==> src/rtl/intra_mode_picker.sv <==
module intra_mode_picker #(
  parameter int COST_W = 18
) (
  input  logic              clk,
  input  logic              rst_n,
  input  logic              start,
  input  logic              cost_vld,
  input  logic [COST_W-1:0] cost,
  input  logic [3:0]        mode,
  input  logic [1:0]        cat,
  input  logic [COST_W-6:0] penalty,
  input  logic              cmp_go,
  output logic [3:0]        best4,
  output logic [1:0]        best16,
  output logic [1:0]        bestc,
  output logic              use4x4,
  output logic              done
);
  localparam int ACC_W = COST_W + 1;
  localparam int PEN_W = COST_W - 5;

  logic [COST_W-1:0] c4_cost, c16_cost, cc_cost;
  logic              has4, has16, hasc;
  logic [ACC_W-1:0]  acc;
  logic [2:0]        phase;
  logic [ACC_W:0]    sum;
  logic [ACC_W-1:0]  pen8, addend;

  wire take4  = cost_vld && cat == 2'd0 && mode <= 4'd8 &&
                (!has4 || cost < c4_cost || (cost == c4_cost && mode < best4));
  wire take16 = cost_vld && cat == 2'd1 && mode <= 4'd3 &&
                (!has16 || cost < c16_cost || (cost == c16_cost && mode[1:0] < best16));
  wire takec  = cost_vld && cat == 2'd2 && mode <= 4'd3 &&
                (!hasc || cost < cc_cost || (cost == cc_cost && mode[1:0] < bestc));
  wire busy   = phase != 3'd0;

  assign pen8   = ACC_W'({penalty, 3'b000});
  assign addend = (phase == 3'd4) ? ACC_W'(c4_cost) : pen8;
  assign sum    = (phase == 3'd5) ? ({2'b00, c16_cost} - {1'b0, acc})
                                  : ({1'b0, acc} + {1'b0, addend});

  always_ff @(posedge clk or negedge rst_n) begin
    if (!rst_n) begin
      {has4, has16, hasc} <= '0;
      c4_cost <= '0; c16_cost <= '0; cc_cost <= '0;
      best4 <= '0; best16 <= '0; bestc <= '0;
    end else if (start) begin
      {has4, has16, hasc} <= '0;
    end else begin
      if (take4)  begin has4  <= 1'b1; c4_cost  <= cost; best4  <= mode;      end
      if (take16) begin has16 <= 1'b1; c16_cost <= cost; best16 <= mode[1:0]; end
      if (takec)  begin hasc  <= 1'b1; cc_cost  <= cost; bestc  <= mode[1:0]; end
    end
  end

  always_ff @(posedge clk or negedge rst_n) begin
    if (!rst_n) begin
      phase <= '0; acc <= '0; use4x4 <= 1'b0; done <= 1'b0;
    end else begin
      done <= 1'b0;
      case (phase)
        3'd0: if (cmp_go) begin acc <= pen8; phase <= 3'd2; end
        3'd2, 3'd3, 3'd4: begin acc <= sum[ACC_W-1:0]; phase <= phase + 3'd1; end
        3'd5: begin
          use4x4 <= !sum[ACC_W] && sum != '0;
          done   <= 1'b1;
          phase  <= 3'd0;
        end
        default: phase <= 3'd0;
      endcase
    end
  end
endmodule


==> config.mk <==
export PLATFORM = sky130hd
export DESIGN_NAME = intra_mode_picker
export DESIGN_NICKNAME = d
export VERILOG_FILES = /design/src/rtl/intra_mode_picker.sv
export SDC_FILE = /design/constraint.sdc
export NUM_CORES = 1
export LEC_CHECK = 0
export ABC_AREA = 1
export BUFFER_PORTS_ARGS = -buffer_cell sky130_fd_sc_hd__buf_2
export CAP_MARGIN = 0
export CORE_MARGIN = 2
export CORE_UTILIZATION = 55
export CTS_CLUSTER_SIZE = 25
export DETAILED_ROUTE_END_ITERATION = 10
export PLACE_DENSITY = 0.73
export SETUP_SLACK_MARGIN = 0.02
export SYNTH_ARGS = -nofsm -noshare
export SYNTH_HDL_FRONTEND = slang
export SYNTH_SLANG_ARGS = --single-unit
==> constraint.sdc <==
create_clock -name clk -period 7.9 [get_ports clk]
set_input_delay 1.58 -clock clk [delete_from_list [all_inputs] [get_ports clk]]
set_output_delay 1.58 -clock clk [all_outputs]
set_load 0.05 [all_outputs]
Yosys cells after proc, flatten, opt, wreduce, memory -nomap -nowiden
Cells that the tools add are included.
- add/subtract/negate cells: 3
- multipliers: 0
- divide/modulo/power cells: 0
- order comparisons: 8
- equality and inequality tests: 10
- shift operators: 0
- multiplexer cells: 13
- bitwise logic cells: 1
- reductions and logical operators: 35
- operators with widths (kind ; number):
    equality test 18 bit ; 3
    < comparator 18 bit ; 3
    one-hot mux 19 bit (2 select lines) ; 1
    adder 19 x 18 -> 20 bit ; 1
    two-way mux 20 bit ; 1
    nonzero test 20 bit ; 1
    subtractor 18 x 19 -> 20 bit ; 1
    two-way mux 19 bit ; 1
    two-way mux 18 bit ; 1
    logical AND 1 bit ; 13
    AND reduction 2 bit ; 4
    nonzero test 2 bit ; 4
    two-way mux 1 bit ; 7
    equality test 3 x 2 -> 1 bit (second input constant) ; 2
    equality test 3 bit (second input constant) ; 2
    logical OR 1 bit ; 6
    one-hot mux 3 bit (2 select lines) ; 1
    <= comparator 4 x 2 -> 1 bit (second input constant) ; 1
    <= comparator 4 bit (second input constant) ; 1
    logical NOT 1 bit ; 4
    < comparator 2 bit ; 2
    < comparator 4 bit ; 1
    adder 3 x 1 -> 3 bit (second input constant) ; 1
    logical NOT 3 bit ; 1
    other kinds (7) ; 7
- bits in registers: 89
- latch bits: 0
- RAM bits: 0
- bits in read-only memories: 0
- bits of input ports: 42
- output and inout bits: 10
- word-level logic and storage cells: 83
- memories: 0

Longest topological paths before layout
Gate-level depths: netlist of run 1.
- depth after elaboration: 6
- gate-level depth with buffers: 24
- gate-level depth less buffers: 23

Least setup slack after synthesis of run 1
OpenSTA, ideal clock, no wires.
- path type: input port to flip-flop
- from: in penalty[3]
- to: reg use4x4
- library setup time: 0.118 ns
- data arrival time: 3.066 ns
- data required time: 7.782 ns
- path slack: 4.716 ns
- stages on the path: 17
- path buffers: 0
- path through: nand2_1 o21ai_0 ha_1 nand2_1 inv_1 a21oi_1 nand2_2 nand2_1 nand2_1 nand2_1 nand3_1 nand2_1 nand3_1 nor2_1 nand2_1 nand2_1 nand2_1
- cells in the longest elaborated chain, start to end: 5
- elaborated cells on any way between the ends: 6
- classes of those cells: add/sub (1); mux (2); reduce/logical (3)
- ends and longest elaborated chain (element ; RTL line ; text):
    start: declaration ; 11 ; input logic [COST_W-6:0] penalty,
    two-way mux 18 bit (*) ; 38 ; assign addend = (phase == 3'd4) ? ACC_W'(c4_cost) : pen8;
    adder 19 x 18 -> 20 bit (*) ; 40 ; : ({1'b0, acc} + {1'b0, addend});
    two-way mux 20 bit (*) ; 39 ; assign sum = (phase == 3'd5) ? ({2'b00, c16_cost} - {1'b0, acc})
    nonzero test 20 bit / logical NOT 1 bit (equally long branches) ; 65 ; use4x4 <= !sum[ACC_W] && sum != '0;
    logical AND 1 bit (*) ; 65 ;
    end signal: assignment ; 58 ; phase <= '0; acc <= '0; use4x4 <= 1'b0; done <= 1'b0;
    end signal: assignment ; 65 ;
    end: declaration ; 16 ; output logic use4x4,
Mark *: on every way between the ends. The rest lies on a longest branch, timed or not.
A chain may end at the register's enable or synchronous reset.

Worst setup path in the final report of run 1
- from: in cost[5]
- to: reg c16_cost[9]
- cells in the longest elaborated chain, start to end: 5
- elaborated cells on any way between the ends: 7
- classes of those cells: order compare (1); eq/ne (1); reduce/logical (5)
- ends and longest elaborated chain (element ; RTL line ; text):
    start: declaration ; 8 ; input logic [COST_W-1:0] cost,
    < comparator 18 bit / equality test 18 bit (equally long branches) ; 32 ; (!has16 || cost < c16_cost || (cost == c16_cost && mode[1:0] < best16));
    logical OR 1 bit / logical AND 1 bit (equally long branches) ; 32 ;
    logical OR 1 bit (*) ; 32 ;
    logical AND 1 bit (*) ; 31 ; wire take16 = cost_vld && cat == 2'd1 && mode <= 4'd3 &&
    AND reduction 2 bit (no source line) (*) ; n/a ;
    end signal: assignment ; 45 ; c4_cost <= '0; c16_cost <= '0; cc_cost <= '0;
    end signal: assignment ; 51 ; if (take16) begin has16 <= 1'b1; c16_cost <= cost; best16 <= mode[1:0]; end
    end: declaration ; 22 ; logic [COST_W-1:0] c4_cost, c16_cost, cc_cost;
Marked as above.

==> results.rst, run 1 <==
.. list-table::
   :header-rows: 1

   * - Metric
     - Value
   * - Run status
     - completed
   * - Clock tree buffer depth
     - 2
   * - Effective utilization at floorplan
     - a little under three fifths
   * - Switching power
     - ~1300 uW
   * - Clock-pin slew of the registers on the worst-case setup and hold paths
     - 0.06 ns
   * - Biggest area consumer among synthesized cells
     - dfrtp_1
   * - Y dimension of the die
     - between 100 and 150 um
   * - Number of standard cells after synthesis
     - between 1k and 1.5k
   * - Number of fill cells in the layout
     - about 1.3k
   * - Share of async-settable or async-resettable flops after synthesis
     - between 90% and 100%
   * - Total length of routed wires
     - between 20000 and 25000 um
   * - CP required
     - about 8.1 ns
   * - Maximum fanout along the worst path
     - 40
   * - Data arrival time of the critical path
     - 4.00 ns
   * - Routability congestion estimate from global placement
     - ~0.94
   * - Slowest stage cell, crit path
     - nand2_1
   * - Core region area
     - between 10000 and 15000 um^2
   * - Part of the total power dissipated in sequential elements
     - between 20 and 25%
   * - Die area
     - 15300 um^2
   * - Number of global-route vias before repair
     - between 6k and 7k
   * - Grt met3 use
     - between 3 and 4%
   * - Final cycle utilization of the critical path
     - 47.7%
   * - Highest cell delay on the worst timing path
     - 0.66 ns
   * - Highest-count cells in the layout ignoring fill and taps
     - nand2_1, inv_1, ha_1, dfrtp_1, o21ai_0
   * - Part of the power in combinational logic
     - between 50% and 60%
   * - Layer carrying the most global-route usage
     - met2
   * - Setup clock skew after layout
     - roughly 0.005 ns
   * - Initial DRC Count
     - 501
   * - Critical path's most frequent cell
     - nand2_1
   * - Wire length of the first global-routing pass
     - 33600 um
   * - Leading cell type in the layout, fill and taps excluded
     - nand2_1
   * - Worst vdd rail ir drop
     - about 150 uV
   * - Number of distinct library cells after synthesis
     - 40
   * - Slew of the pin with the lowest slew margin
     - between 1 and 1.5 ns
   * - Die width
     - about 120 um
   * - Met1 track utilization from global routing
     - roughly 39%
   * - Detailed placement HPWL
     - ~16000 um
   * - List of cells traversed by the critical path
     - buf_2 > ha_1 > nand2_1 > nor2_1 > o21ai_1 > nand2_1 > nor2_1 > nor2_1 > o21bai_1 > nand2_1 > nand2_1 > nand2_1 > nand2_1 > nand2_1 > o21ai_0
   * - Sw Ratio
     - 49.2%
   * - Hold bufs inserted after CTS
     - 0
   * - Total power of the final layout
     - 2670 uW
   * - Hold WS
     - around 0.48 ns
   * - Dpl ws
     - 3.73 ns
   * - Clk network pwr share
     - ~17%
   * - Pin count of the biggest net entering global routing
     - 56
   * - Post-CTS resize count
     - 0
   * - Clk root buf
     - clkbuf_16
   * - Remaining antenna violation count after routing
     - 0
   * - Final setup vio count
     - 0
   * - Synthesis-to-layout area growth
     - 8.76%
   * - Antenna violations before repair
     - 0
   * - Total negative slack for setup checks
     - 0 ns
   * - Final Hold Viols
     - 0
   * - Number of maximum-capacitance constraint violations
     - 0
   * - Final routed wire length divided by cell count
     - between 10 and 15 um
   * - Aggregate global-route resource usage
     - ~28%
   * - Syn_area_per_cell
     - about 6.7 um^2
   * - Share of the synthesized area in the top cell type
     - between 20 and 30%
   * - Critical path endpoint category
     - register
   * - Flip-flop cell with the highest count after synthesis
     - dfrtp_1
   * - Number of detailed-route iterations in the first pass
     - 6
   * - Met2 usage in global routing
     - between 40% and 50%
   * - Post-Syn Nets
     - approximately 1.3k
   * - Cells taking the most area after synthesis
     - dfrtp_1, nand2_1, ha_1, inv_1, o21ai_0
   * - Number of buffers added by the clock tree synthesis step
     - 9
   * - Total setup buffers inserted after CTS
     - 0
   * - Kind of start point of the critical path
     - input port
   * - Final worst path period need
     - ~3.8 ns
   * - Share of cells above drive strength 1
     - 8.03%
   * - Std-Cell Rows
     - 43
   * - Number of warnings printed during yosys synthesis
     - 0
   * - Routed vias/inst
     - between 5 and 6
   * - Sequential fraction of the synthesis area
     - 28.2%
   * - Hold crit path type
     - reg -> reg
   * - Number of placed I/O pins
     - 52
   * - CTS H-tree lvls
     - 3
   * - DR DRC count
     - 0
   * - Pins over their slew limit
     - 0
   * - RSZ-0062 raised after global routing
     - no
   * - Setup WS post-layout
     - roughly 4.1 ns
   * - I/O Buffers
     - 51
   * - Source-to-sink clock delay at the later pin of the worst-skew pair
     - between 0.3 and 0.4 ns
   * - Timing-limited maximum frequency
     - approximately 0.27 GHz
   * - Total via count after detailed routing
     - 7525
   * - Relative slew slack
     - 22.5%
   * - Antenna Diode Count
     - 0
   * - Mapped Area
     - a little under 8000 um^2
   * - Critical Setup Path Class
     - in -> reg
   * - TritonCTS clock tree
     - yes
   * - Total gr overflow
     - 0
   * - Areal power density over the cells
     - around 310 nW/um^2
   * - Register bit total from synthesis
     - about 90
   * - Nets@finish
     - around 1.4k
   * - Cell internal power dissipation
     - ~1400 uW
   * - Number of flops mapped to enable cells by yosys
     - 0
   * - Leakage
     - between 0.004 and 0.005 uW
   * - # clock sinks
     - 89
-- power groups by stage --
| stage | Combinational [uW] | Sequential [uW] | Clock (uW) |
|---|---|---|---|
| 6_report | 1580 | 650 | 443 |
| 3_5_place_dp | 1550 | 655 | 0 |
| 3_3_place_gp | 1530 | 651 | 0 |
| 5_1_grt | 1810 | 664 | 468 |
| 2_1_floorplan | 1160 | 671 | 0 |
| 4_1_cts | 1570 | 649 | 446 |
-- worst max-delay path: cells and delay by family --
kind / cells / cell delay, ns
AND/OR/NAND/NOR: 10 / 1.31
AO/OA/AOI/OAI: 3 / 0.69
adder cells (fa/ha/maj): 1 / 0.30
buffers and inverters: 1 / 0.12
-- Yosys cell counts, types with 6 or more instances --
cell type	count
nand3_1	81
nand2_1	344
nor2_2	6
buf_2	9
o21bai_1	8
a211oi_1	6
o21ai_0	87
nand2_2	14
dfrtp_1	89
nand4_1	15
inv_1	216
o21ai_1	23
o22ai_1	13
a21oi_1	48
nor2_1	72
ha_1	102
nor3_1	10
clkbuf_1	11
-- sequential cells by signal, summed over array words and instances (netlist names) --
register / count
use4x4: 1
phase: 3
has4: 1
c4_cost: 18
best4: 4
acc: 19
cc_cost: 18
bestc: 2
c16_cost: 18
best16: 2
done: 1
has16: 1
hasc: 1
-- per-stage QoR --
step,std cells,util [%],cell area [um^2]
2_1_floorplan,1186,-,7900
3_3_place_gp,1397,59.5,8290
3_5_place_dp,1397,59.5,8290
4_1_cts,1413,61.6,8590
5_1_grt,1413,61.6,8590
6_report,1413,61.6,8590
-- cell type report --
cell class	count	area, um^2	area share (%)
clock inverters	4	52.6	0.612
flip-flops and latches	89	2230	25.9
repair buffers	55	288	3.35
multi-input cells	854	4730	55.0
well taps	180	225	2.62
clock buffers	12	246	2.87
inverters	219	822	9.57
-- cells by family after synthesis --
group / Yosys count / share of synthesized area, %
flops: 89 / 28.2
fa+ha+maj: 104 / 16.7
compound gates: 196 / 13.6
simple gates: 554 / 29.6
buf+inv: 243 / 11.9
-- per-layer routing --
| metal | vias to the layer above | part of all wire, % |
|---|---|---|
| met4 | 0 | 2.5 |
| li1 | 3903 | - |
| met2 | 188 | 45 |
| met1 | 3401 | 46 |
| met5 | - | 0 |
| met3 | 33 | 5.7 |
-- path summary, 6_finish.rpt --
path                          endpoint  cells past startpoint  slack (ns)  startpoint
max                        c16_cost[9]                     15        4.13     cost[5]
min                             use4x4                      2        0.48      use4x4
max reg2reg                     use4x4                     20        4.28    phase[0]
min reg2reg                     use4x4                      2        0.48      use4x4
max in group asynchronous       use4x4                      2        5.65       rst_n
min in group asynchronous   cc_cost[3]                      1        1.17       rst_n
No activity file was read; power rests on OpenSTA's default activity.
==> run 2: changes to the inputs <==
Clock period 7.9 ns to 3.9 ns, I/O delays scaled along.
==> run 2 against run 1 <==
  * Register-to-register slack worse by 3.6 ns
  * Flip-flop and latch count stayed put
  * Global-route usage is 0.68 points higher
  * Sequential share of layout area is 0.14 points lower
  * Count of clock-buffer cells in the layout is 2 lower
  * Combinational power is 100% higher
  * Critical path depth is 3 higher
  * Non-clock buffer count is 5 higher
  * Clock power is 99% higher
  * Final cell count is 0.28% higher
  * Die area stayed put
  * Critical path type is now reg -> reg
  * Critical endpoint is now use4x4
  * Largest cell class unchanged
  * Highest routed layer unchanged
==> results.rst, run 2 (synthesis gave the netlist of run 1 again) <==
.. list-table::
   :header-rows: 1

   * - Metric
     - Value
   * - Die width
     - between 100 and 150 um
   * - Source-to-sink clock delay at the later pin of the worst-skew pair
     - 0.34 ns
   * - Area of all placed cells without fillers
     - 8640 um^2
   * - Initial DRC Count
     - slightly above 500
   * - Worst vdd rail ir drop
     - ~280 uV
   * - Hold bufs inserted after CTS
     - 0
   * - DR DRC count
     - 0
   * - Number of global-route vias before repair
     - slightly above 7k
   * - Y dimension of the die
     - around 120 um
   * - Setup clock skew after layout
     - 0.00726 ns
   * - Total negative slack for setup checks
     - 0 ns
   * - Run status
     - completed
   * - List of cells traversed by the critical path
     - inv_1 > ha_1 > nand2_1 > buf_4 > o21ai_0 > ha_1 > nand2_1 > inv_1 > a21oi_1 > nand4_1 > nand3_1 > nand2_1 > nor2_1 > nand3_1 > nor2_1 > nand2_1 > nand2_1 > nand2_1
   * - CP required
     - between 4 and 5 ns
   * - Post-CTS resize count
     - 0
   * - Critical path's most frequent cell
     - nand2_1
   * - Setup WS post-layout
     - slightly above 0.7 ns
   * - Antenna Diode Count
     - 0
   * - Share of cells above drive strength 1
     - around 8.5%
   * - RSZ-0062 raised after global routing
     - no
   * - Number of placed I/O pins
     - 52
   * - Area of all sequential standard cells
     - 2230 um^2
   * - Post-DP Area
     - roughly 8300 um^2
   * - Critical path endpoint category
     - register
   * - Hold crit path type
     - reg -> reg
   * - Detailed placement HPWL
     - ~17000 um
   * - Pins over their slew limit
     - 0
   * - Total setup buffers inserted after CTS
     - 0
   * - Critical Setup Path Class
     - reg -> reg
   * - Data arrival time of the critical path
     - ~3.4 ns
   * - Routed vias/inst
     - between 5 and 6
   * - Number of standard cells in the layout, taps in and fillers out
     - 1417
   * - DP Cell Count
     - between 1k and 1.5k
   * - Final cycle utilization of the critical path
     - between 80% and 90%
   * - Pin count of the biggest net entering global routing
     - between 60 and 70
   * - Std-Cell Rows
     - 43
   * - Final setup vio count
     - 0
   * - Core region area
     - about 14000 um^2
   * - Synthesis-to-layout area growth
     - 9.35%
   * - Total via count after detailed routing
     - between 7k and 8k
   * - Highest cell delay on the worst timing path
     - 0.41 ns
   * - Areal power density over the cells
     - between 600 and 700 nW/um^2
   * - Total length of routed wires
     - 21000 um
   * - Wire length of the first global-routing pass
     - approximately 34000 um
   * - Clock-pin slew of the registers on the worst-case setup and hold paths
     - roughly 0.070 ns
   * - Leading cell type in the layout, fill and taps excluded
     - nand2_1
   * - Number of maximum-capacitance constraint violations
     - 0
   * - Nets@finish
     - roughly 1.4k
   * - TritonCTS clock tree
     - yes
   * - Clk root buf
     - clkbuf_16
   * - Effective utilization at floorplan
     - ~57%
   * - Leakage
     - ~0.0048 uW
   * - CP top delay family
     - simple AND/OR/NAND/NOR gates
   * - Number of detailed-route iterations in the first pass
     - 5
   * - Reg-to-reg slack, setup
     - 0.71 ns
   * - Number of buffer and inverter stages on the critical path
     - 3
   * - Number of fill cells in the layout
     - about 1.3k
   * - Kind of start point of the critical path
     - register
   * - Dpl ws
     - ~0.77 ns
   * - Slowest stage cell, crit path
     - dfrtp_1
   * - Area used by multi-input combinational logic
     - roughly 4700 um^2
   * - Clock tree buffer depth
     - 2
   * - Slew of the pin with the lowest slew margin
     - 0.881 ns
   * - Number of buffers added by the clock tree synthesis step
     - 9
   * - Final worst path period need
     - between 3 and 4 ns
   * - Aggregate global-route resource usage
     - 29.0%
   * - Total gr overflow
     - 0
   * - I/O Buffers
     - 51
   * - Flip-flop count of the largest register after layout
     - 19
   * - Highest-count cells in the layout ignoring fill and taps
     - nand2_1, inv_1, ha_1, dfrtp_1, o21ai_0
   * - Die area
     - ~15000 um^2
   * - Final Hold Viols
     - 0
   * - Antenna violations before repair
     - 0
   * - Final routed wire length divided by cell count
     - about 15 um
   * - Remaining antenna violation count after routing
     - 0
   * - CTS H-tree lvls
     - 3
   * - Most flop-heavy register
     - acc
   * - Post-Route Utilization
     - roughly 62%
   * - Relative slew slack
     - roughly two fifths
   * - Timing-limited maximum frequency
     - 0.314 GHz
   * - Maximum fanout along the worst path
     - 21
   * - Routability congestion estimate from global placement
     - slightly above 0.9
   * - # clock sinks
     - 89
==> run 2: cell types whose count changed in the layout (fill, tap and decap cells not counted) <==
cell / before / now
clkbuf_1: 2 / 0
buf_4: 5 / 9
clkinv_4: 0 / 1
buf_12: 0 / 1
clkinvlp_4: 3 / 1
clkinv_2: 0 / 2
==> run 2: area by class of cell <==
type                       count  area share, %
multi-input combinational    854           54.8
sequential                    89           25.8
inverter                     219           9.52
timing repair buffer          60           3.91
clock buffer                  10           2.77
tap                          180           2.61
clock inverter                 5          0.652
==> run 2: stage by stage <==
stage                     power (uW)  hold WS [ns]
after global routing            5970         0.506
after global placement          4430         0.468
after detailed placement        4490         0.475
final                           5420         0.485
after CTS                       5400         0.491
after floorplan                 3710         0.453
==> run 2: layer usage <==
layer / global-route usage (%) / up-vias / routed length, um
li1: - / 3908 / -
met1: 40.7 / 3436 / 10000
met2: 46.1 / 183 / 9560
met3: 3.98 / 35 / 906
met4: 9.87 / 0 / 485
met5: 0 / - / 0
==> run 2: path summary, 6_finish.rpt <==
check / startpoint / cells after the start / to
worst min register to register: cc_cost[16] / 2 / cc_cost[16]
min in group asynchronous: rst_n / 1 / cc_cost[2]
worst max-delay path: phase[0] / 18 / use4x4
worst min-delay path: cc_cost[16] / 2 / cc_cost[16]
max in group asynchronous: rst_n / 2 / acc[13]
worst max register to register: phase[0] / 18 / use4x4
==> run 2: tightest hold or removal path, delay by kind of cell (launching register included) <==
kind	cells	cell delay, ns
flops	1	0.34
compound gates	1	0.06
simple gates	1	0.05
==> run 2: power by group <==
group	internal (uW)	switching, uW
clock network	510	370
logic	1090	2130
registers	1150	165
total	2750	2670
==> run 3: changes to the inputs <==
Settings changed: PLACE_DENSITY 0.73 to 0.76.
Clock period 3.9 ns to 2.69 ns, I/O delays scaled along.
==> run 3 against run 2 <==
  * The run now ends with negative setup slack left
  * Register-to-register slack worse by 0.78 ns
  * Global-route usage is 0.64 points higher
  * Clock power is 49% higher
  * Sequential share of layout area is 1.9 points lower
  * Via count is 4.8% higher
  * Non-clock buffer count is 55 higher
  * Flip-flop and latch count stayed put
  * Largest cell class unchanged
  * Largest power group unchanged
==> results.rst, run 3 (synthesis gave the netlist of run 1 again) <==
.. list-table::
   :header-rows: 1

   * - Metric
     - Value
   * - Run status
     - complete, but fails checks
   * - Violated checks
     - negative setup slack
   * - Final setup vio count
     - 1
   * - List of cells traversed by the critical path
     - inv_2 > ha_4 > nand2_4 > buf_2 > nand2_1 > o21ai_0 > ha_1 > nand2_1 > nor2_1 > nand2_1 > nand3_1 > nand2_1 > nand3_1 > nand2_1 > nor2_2 > nand3_1 > nor2_2 > nand2_1 > nand2_1 > nand2_1
   * - Nets@finish
     - about 1.4k
   * - Leakage
     - around 0.0051 uW
   * - Total gr overflow
     - 0
   * - Number of fill cells in the layout
     - between 1k and 1.5k
   * - Wire length of the first global-routing pass
     - approximately 35000 um
   * - Maximum fanout along the worst path
     - 5
   * - Antenna Diode Count
     - 0
   * - Setup WS post-layout
     - -0.0685 ns
   * - Area of all placed cells without fillers
     - roughly 9300 um^2
   * - Y dimension of the die
     - around 120 um
   * - Number of placed I/O pins
     - between 50 and 60
   * - Areal power density over the cells
     - about 940 nW/um^2
   * - Timing-limited maximum frequency
     - 0.363 GHz
   * - R2R Path End
     - use4x4
   * - Startpoint of the worst register-to-register path
     - phase[0]
   * - Final worst path period need
     - 2.76 ns
   * - Slowest stage cell, crit path
     - dfrtp_1
   * - TritonCTS clock tree
     - yes
   * - Met1 track utilization from global routing
     - 41.2%
   * - CTS H-tree lvls
     - 3
   * - Number of buffer and inverter stages on the critical path
     - 2
   * - Antenna violations before repair
     - 0
   * - Die width
     - about 120 um
   * - Aggregate global-route resource usage
     - 29.6%
   * - Routed vias/inst
     - ~5.4
   * - Routability congestion estimate from global placement
     - ~0.9
   * - Leading cell type in the layout, fill and taps excluded
     - nand2_1
   * - Final Hold Viols
     - 0
   * - # clock sinks
     - 89
   * - Number of global-route vias before repair
     - around 7.4k
   * - CP required
     - approximately 2.9 ns
   * - Setup clock skew after layout
     - roughly 0.0043 ns
   * - Hold WS
     - ~0.21 ns
   * - Source-to-sink clock delay at the later pin of the worst-skew pair
     - roughly 0.35 ns
   * - Initial DRC Count
     - 610
   * - Total via count after detailed routing
     - just under 8k
   * - Detailed placement HPWL
     - between 15000 and 20000 um
   * - Post-DP Area
     - roughly 8700 um^2
   * - RSZ-0062 raised after global routing
     - yes
   * - Hold crit path type
     - in -> async
   * - Number of maximum-capacitance constraint violations
     - 0
   * - Synthesis-to-layout area growth
     - 18.2%
   * - Layer carrying the most global-route usage
     - met2
   * - Effective utilization at floorplan
     - a little under three fifths
   * - Number of standard cells in the layout, taps in and fillers out
     - between 1k and 1.5k
   * - Most flop-heavy register
     - acc
   * - Grt met3 use
     - under 10%
   * - Number of buffers added by the clock tree synthesis step
     - 9
   * - CP top delay family
     - simple AND/OR/NAND/NOR gates
   * - Pin count of the biggest net entering global routing
     - 47
   * - Critical Setup Path Class
     - reg -> reg
   * - Remaining antenna violation count after routing
     - 0
   * - I/O Buffers
     - between 50 and 60
   * - Kind of start point of the critical path
     - register
   * - Total length of routed wires
     - ~21000 um
   * - Dpl ws
     - -0.279 ns
   * - Critical path endpoint category
     - register
   * - Highest cell delay on the worst timing path
     - 0.39 ns
   * - Final cycle utilization of the critical path
     - 103%
   * - Number of detailed-route iterations in the first pass
     - 5
   * - Met2 usage in global routing
     - between 40 and 50%
   * - Flip-flop count of the largest register after layout
     - 19
   * - Count of cells along the worst register-to-register path
     - 20
   * - Reg-to-reg slack, setup
     - -0.07 ns
   * - Slew of the pin with the lowest slew margin
     - 0.635 ns
   * - Core region area
     - 13900 um^2
   * - Std-Cell Rows
     - 43
   * - DR DRC count
     - 0
   * - Share of cells above drive strength 1
     - about 16%
   * - Worst vdd rail ir drop
     - roughly 390 uV
   * - Critical path's most frequent cell
     - nand2_1
   * - Die area
     - between 15000 and 20000 um^2
   * - DP Cell Count
     - 1440
   * - Final routed wire length divided by cell count
     - between 10 and 15 um
   * - Clk root buf
     - clkbuf_16
   * - Pins over their slew limit
     - 0
   * - Clock tree buffer depth
     - 2
   * - Data arrival time of the critical path
     - around 3.0 ns
   * - Clock-pin slew of the registers on the worst-case setup and hold paths
     - 0.06 ns
   * - Relative slew slack
     - roughly 58%
   * - Highest-count cells in the layout ignoring fill and taps
     - nand2_1, inv_1, ha_1, dfrtp_1, o21ai_0
## run 3: worst max-delay path by stage
stage	depth (start not counted)	slack (ns)	to	from
6_report	20	-0.07	use4x4	phase[0]
5_1_grt	20	-0.27	use4x4	phase[1]
4_1_cts	22	0.02	use4x4	phase[1]
3_5_place_dp	22	-0.28	use4x4	phase[0]
3_3_place_gp	22	-0.23	use4x4	phase[0]
2_1_floorplan	20	0.02	use4x4	phase[0]
## run 3: worst register-to-register path: cells and delay by family, from the launching register on
kind	cells	cell delay, ns
compound gates	1	0.08
fa+ha+maj	2	0.51
buf+inv	2	0.25
flops	1	0.39
simple gates	15	1.44
## run 3: metal layers
metal	share of wire, %	up-vias	wire length (um)
li1	-	4028	-
met5	0	-	0
met3	6.5	41	1390
met1	45	3594	9600
met2	46	260	9930
met4	2.6	0	569
## run 3: per-stage QoR
| step | TNS [ns] | util, % | total power (uW) |
|---|---|---|---|
| 3_5_place_dp | -0.694 | 62.3 | 6890 |
| 6_report | -0.0685 | 67.0 | 8730 |
| 4_1_cts | 0 | 65.9 | 8470 |
| 3_3_place_gp | -0.368 | 62.3 | 6790 |
| 2_1_floorplan | 0 | - | 5380 |
| 5_1_grt | -0.769 | 67.0 | 9510 |
## run 3: cell type report
type | count | area (um^2) | share of cell area [%]
clock buffers | 12 | 256 | 2.75
clock inverters | 4 | 51.3 | 0.550
inverters | 219 | 822 | 8.81
multi-input cells | 854 | 4940 | 53.0
flip-flops and latches | 89 | 2230 | 23.9
well taps | 180 | 225 | 2.41
repair buffers | 115 | 808 | 8.66
## run 3: what timing repair did
action                     CTS  global route
hold buffers                 0             0
resized for setup           35            32
setup endpoints to repair    8            10
cloned                       3             0
setup buffers                8             7
pin swaps                   23            31
## run 3: where the power goes
| part | leakage (uW) | switching, uW | internal (uW) |
|---|---|---|---|
| Clock | 0.000149 | 540 | 772 |
| Combinational | 0.00382 | 3400 | 2110 |
| Sequential | 0.00114 | 239 | 1670 |
| Total | 0.00511 | 4180 | 4560 |
